### config.mk
export PLATFORM = sky130hd
export DESIGN_NAME = sobel_edge_unit
export DESIGN_NICKNAME = d
export VERILOG_FILES = /design/src/rtl/sobel_pkg.sv /design/src/rtl/sobel_grad.sv /design/src/rtl/sobel_thresh.sv /design/src/rtl/sobel_edge_unit.sv
export SDC_FILE = /design/constraint.sdc
export NUM_CORES = 1
export LEC_CHECK = 0
export ABC_AREA = 1
export BUFFER_PORTS_ARGS = -buffer_cell sky130_fd_sc_hd__buf_2
export CORE_MARGIN = 2
export CORE_UTILIZATION = 40
export DETAILED_ROUTE_END_ITERATION = 6
export GPL_TIMING_DRIVEN = 1
export REMOVE_ABC_BUFFERS = 1
export SLEW_MARGIN = 20
export SYNTH_ARGS = -nofsm -noshare
export SYNTH_HDL_FRONTEND = slang
export SYNTH_SLANG_ARGS = --single-unit
### constraint.sdc
create_clock -name clk -period 9.9 [get_ports clk]
set_input_delay 1.485 -clock clk [delete_from_list [all_inputs] [get_ports clk]]
set_output_delay 1.485 -clock clk [all_outputs]
set_load 0.02 [all_outputs]
### src/rtl/sobel_pkg.sv
package sobel_pkg;

    localparam int PIX_W  = 8;
    localparam int GRAD_W = PIX_W + 3;   // 4*max pixel plus sign
    localparam int MAG_W  = PIX_W + 2;   // 4*max pixel, unsigned

    typedef logic [PIX_W-1:0]         pix_t;
    typedef logic signed [GRAD_W-1:0] grad_t;
    typedef logic [MAG_W-1:0]         mag_t;

    typedef enum logic {DIR_X = 1'b0, DIR_Y = 1'b1} dir_e;

    // Three pixels along one side of the window; 'mid' carries weight two.
    typedef struct packed {
        pix_t a;
        pix_t mid;
        pix_t b;
    } side_t;

    typedef struct packed {
        grad_t grad;
        logic  hit;
    } dir_res_t;

    // Weighted side sum; doubling is a plain one-bit shift in the wiring.
    function automatic grad_t side_sum(side_t s);
        grad_t ea, em, eb;
        ea = grad_t'({3'b000, s.a});
        em = grad_t'({2'b00, s.mid, 1'b0});
        eb = grad_t'({3'b000, s.b});
        return ea + em + eb;
    endfunction

    function automatic mag_t magnitude(grad_t g);
        grad_t n;
        n = g[GRAD_W-1] ? -g : g;
        return n[MAG_W-1:0];
    endfunction

endpackage

### src/rtl/sobel_grad.sv
module sobel_grad
    import sobel_pkg::*;
(
    input  side_t lead,
    input  side_t trail,
    output grad_t grad
);
    grad_t lead_sum;
    grad_t trail_sum;

    assign lead_sum  = side_sum(lead);
    assign trail_sum = side_sum(trail);
    assign grad      = lead_sum - trail_sum;
endmodule

### src/rtl/sobel_thresh.sv
module sobel_thresh
    import sobel_pkg::*;
(
    input  grad_t grad,
    input  pix_t  thr,
    output logic  hit
);
    mag_t mag;
    mag_t thr_ext;

    assign mag     = magnitude(grad);
    assign thr_ext = mag_t'(thr);
    assign hit     = (mag >= thr_ext);
endmodule

### src/rtl/sobel_edge_unit.sv
module sobel_edge_unit
    import sobel_pkg::*;
(
    input  logic                     clk,
    input  logic                     rst,
    input  logic                     en,
    input  logic [PIX_W-1:0]         pix_tl,
    input  logic [PIX_W-1:0]         pix_tc,
    input  logic [PIX_W-1:0]         pix_tr,
    input  logic [PIX_W-1:0]         pix_ml,
    input  logic [PIX_W-1:0]         pix_mc,
    input  logic [PIX_W-1:0]         pix_mr,
    input  logic [PIX_W-1:0]         pix_bl,
    input  logic [PIX_W-1:0]         pix_bc,
    input  logic [PIX_W-1:0]         pix_br,
    input  logic [PIX_W-1:0]         thresh,
    output logic signed [GRAD_W-1:0] grad_x_o,
    output logic signed [GRAD_W-1:0] grad_y_o,
    output logic                     edge_x_o,
    output logic                     edge_y_o
);
    localparam int NUM_DIR = 2;

    // The centre pixel carries zero weight in both kernels.
    logic unused_centre;
    assign unused_centre = ^pix_mc;

    side_t lead_s  [NUM_DIR];
    side_t trail_s [NUM_DIR];

    assign lead_s[DIR_X]  = '{a: pix_tl, mid: pix_ml, b: pix_bl};
    assign trail_s[DIR_X] = '{a: pix_tr, mid: pix_mr, b: pix_br};
    assign lead_s[DIR_Y]  = '{a: pix_tl, mid: pix_tc, b: pix_tr};
    assign trail_s[DIR_Y] = '{a: pix_bl, mid: pix_bc, b: pix_br};

    for (genvar d = 0; d < NUM_DIR; d++) begin : g_dir
        grad_t    grad_c;
        logic     hit_c;
        dir_res_t res_q;

        sobel_grad u_grad (
            .lead  (lead_s[d]),
            .trail (trail_s[d]),
            .grad  (grad_c)
        );

        sobel_thresh u_thr (
            .grad (grad_c),
            .thr  (thresh),
            .hit  (hit_c)
        );

        always_ff @(posedge clk) begin
            if (rst || !en) begin
                res_q <= '0;
            end else begin
                res_q <= '{grad: grad_c, hit: hit_c};
            end
        end
    end

    assign grad_x_o = g_dir[0].res_q.grad;
    assign edge_x_o = g_dir[0].res_q.hit;
    assign grad_y_o = g_dir[1].res_q.grad;
    assign edge_y_o = g_dir[1].res_q.hit;
endmodule

==> results.cfg <==
[run_status]
outcome = finished clean

[job]
drv_cap = 0

[clocking]
cts_max_level = 1
cts-resized-gates = 0
clkTransAtPathRegs_ns = 0.06
cts_setup_buffers = 0
cts_buffers = 3
cts_tree = yes
cts_max_path_buffers = 2
ctsHoldBuffers = 0
cts-root-buf = clkbuf_16
clkSinkCount = 24

[synth]
syn_area_um2 = 4697
yosysTopAreaCell = ha_1
synth_seq_cells = 24
synth_top_area_share_pct = 19.71
yosys-top-cells-area = ha_1, fa_1, inv_1, nand2_1, dfxtp_1
synthCells = 683
synth.distinct_cells = 32
yosys_warnings = 0
seq_area_frac_synth_pct = 10.23
syn_area_per_cell_um2 = 6.877

[critical_path]
critPathCapture = edge_x_o$_SDFF_PP0_
cp-start-kind = input pin
worst_ep_arrival_time_ns = 6.62
crit_path_start = pix_tl[1]
slowest_stage = fa_1
endpoint_kind = flip-flop
critPathMaxStageDelay_ns = 0.49
crit_fanout = 8
critPathRequiredTime_ns = 10.01
criticalPathCategory = input pin to flip-flop

[cells_and_area]
nets = 977
diodes = 0
areaGrowthSynthToFinish_pct = 15.82
drive_gt1_share_pct = 16.86
final_cells = 926
nFillCells = 1220

[drt]
drc = 0
vias = 4200
dr.first_iter.drc_count = 134
post_drt_via_cell_ratio = 4.536
wl_per_cell_um = 11.04
firstDrtPassIters = 4
drt_wl_total_um = 10230
antenna_left = 0

[placement]
place.gp.congestion = 0.8636
place.detailed.hpwl_um = 9539
io_buffers = 98
dpl.cell_count = 922

[pwr]
power_density_nw_per_um2 = 346.6
p_leak_nw = 3.341
ir_drop_v = 0.0001962

[grt]
grt_max_degree = 25
antenna_found_initial = 0
grt-ovfl-total = 0
grtUsageTotal_pct = 16.79
grt_first_pass_wirelength_um = 17710
grt_pass1_vias = 4120

[sta]
relSlewSlack_pct = 46.63
fin_tns_setup_ns = 0
drv_slew = 0
rsz0062_at_grt = false
fmax_ghz = 0.1537
fin_crit_sh_pct = 65.73
finalSetupViolations = 0
post-route-min-period_ns = 6.508
finalHoldViolCount = 0
worst_slew_pin_slew_ns = 0.7986

[hold_path]
hold_depth = 4
holdCritPathClass = input pin to flip-flop

[floorplanning]
die_area_um2 = 12620
rows = 39
initial_core_util_pct = 41.14
fp.coreArea_um2 = 11420
die_w_um = 112.4
fp.dieH_um = 112.4
pin_count = 107
## metrics by stage
| stage | hold WS, ns | instance area [um2] | setup slack, ns | utilization [%] | power [W] |
|---|---|---|---|---|---|
| finish | 1.674 | 5440 | 3.392 | 47.64 | 0.001885 |
| global route | 1.728 | 5440 | 2.898 | 47.64 | 0.002172 |
| CTS | 1.684 | 5440 | 3.342 | 47.64 | 0.001909 |
| detailed placement | 1.900 | 5351 | 3.082 | 46.87 | 0.001805 |
| global placement | 1.901 | 5351 | 3.182 | 46.87 | 0.001757 |
| floorplan | 1.710 | 4682 | 3.825 | - | 0.001457 |
## cell usage after synthesis
library cell	number
buf_6	1
nand3_2	1
o21ai_0	14
inv_2	3
ha_1	74
inv_4	1
a21oi_1	33
nand4_1	6
inv_1	175
a21oi_2	2
a21boi_0	1
nand3b_1	4
and2_1	1
dfxtp_1	24
nor2_2	6
nand2_4	3
xnor2_1	11
xor2_1	30
o21bai_1	2
fa_1	36
nand2_1	141
nor3_1	2
nand2_2	11
a21o_1	2
nor2_1	50
nand3b_4	1
nand3b_2	1
nand3_1	42
a31oi_1	2
nand3_4	1
clkbuf_1	1
o31a_1	1
## layout make-up
type | instances | area (um2) | share of cell area, %
multi-input combinational | 478 | 3527 | 64.83
inverter | 179 | 674.4 | 12.40
timing repair buffer | 98 | 490.5 | 9.016
sequential | 24 | 480.5 | 8.832
tap | 143 | 178.9 | 3.289
clock buffer | 4 | 88.84 | 1.633
## worst min-delay path by stage
stage | start | end | slack [ns]
after global routing | pix_bl[0] | grad_x_o[0]$_SDFF_PP0_ | 1.73
after CTS | pix_tr[0] | grad_y_o[0]$_SDFF_PP0_ | 1.68
after detailed placement | edge_x_o$_SDFF_PP0_ | edge_x_o | 1.90
after floorplan | pix_tr[0] | grad_y_o[0]$_SDFF_PP0_ | 1.71
final | pix_bl[0] | grad_x_o[0]$_SDFF_PP0_ | 1.67
after global placement | grad_y_o[4]$_SDFF_PP0_ | grad_y_o[4] | 1.90
## power breakdown
| part | internal, W | switching [W] |
|---|---|---|
| combinational | 0.000623 | 0.00103 |
| clock | 0.0000617 | 0.0000324 |
| sequential | 0.000132 | 0.00000656 |
| total | 0.000817 | 0.00107 |
## layer usage
layer	vias to the layer above	wire [um]	track usage (%)
li1	2286	-	-
met1	1806	4802	21.86
met2	95	4695	29.64
met3	13	469	1.620
met4	0	259	4.878
met5	-	0	0
## sequential cells by signal, summed over array words and instances, names as in the netlist
name and count:
grad_y_o 11, grad_x_o 11, edge_x_o 1, edge_y_o 1
## cells by family after synthesis
family,count (synthesis),synth area share [%]
AOI/OAI and AO/OA,57,6.633
xor gates and xnor gates,41,7.645
adders and majority gates,110,35.06
buffers and inverters,181,14.68
DFF,24,10.23
and+or+nand+nor,270,25.76
## placed cells by master (no fill, tap or decap), types with 4 or more instances in the layout
cell type / instances
a21oi_1: 33
buf_2: 98
dfxtp_1: 24
fa_1: 36
ha_1: 74
inv_1: 175
nand2_1: 141
nand2_2: 11
nand3_1: 42
nand3b_1: 4
nand4_1: 6
nor2_1: 50
nor2_2: 6
o21ai_0: 14
xnor2_1: 11
xor2_1: 30
## worst max-delay path: cells and delay by family
kind,cells,cell delay (ns)
AO/OA/AOI/OAI,6,1.04
XOR/XNOR,2,0.30
adder cells (fa/ha/maj),6,2.21
buffers and inverters,6,0.37
AND/OR/NAND/NOR,14,1.20
(Power assumes the default switching activity.)
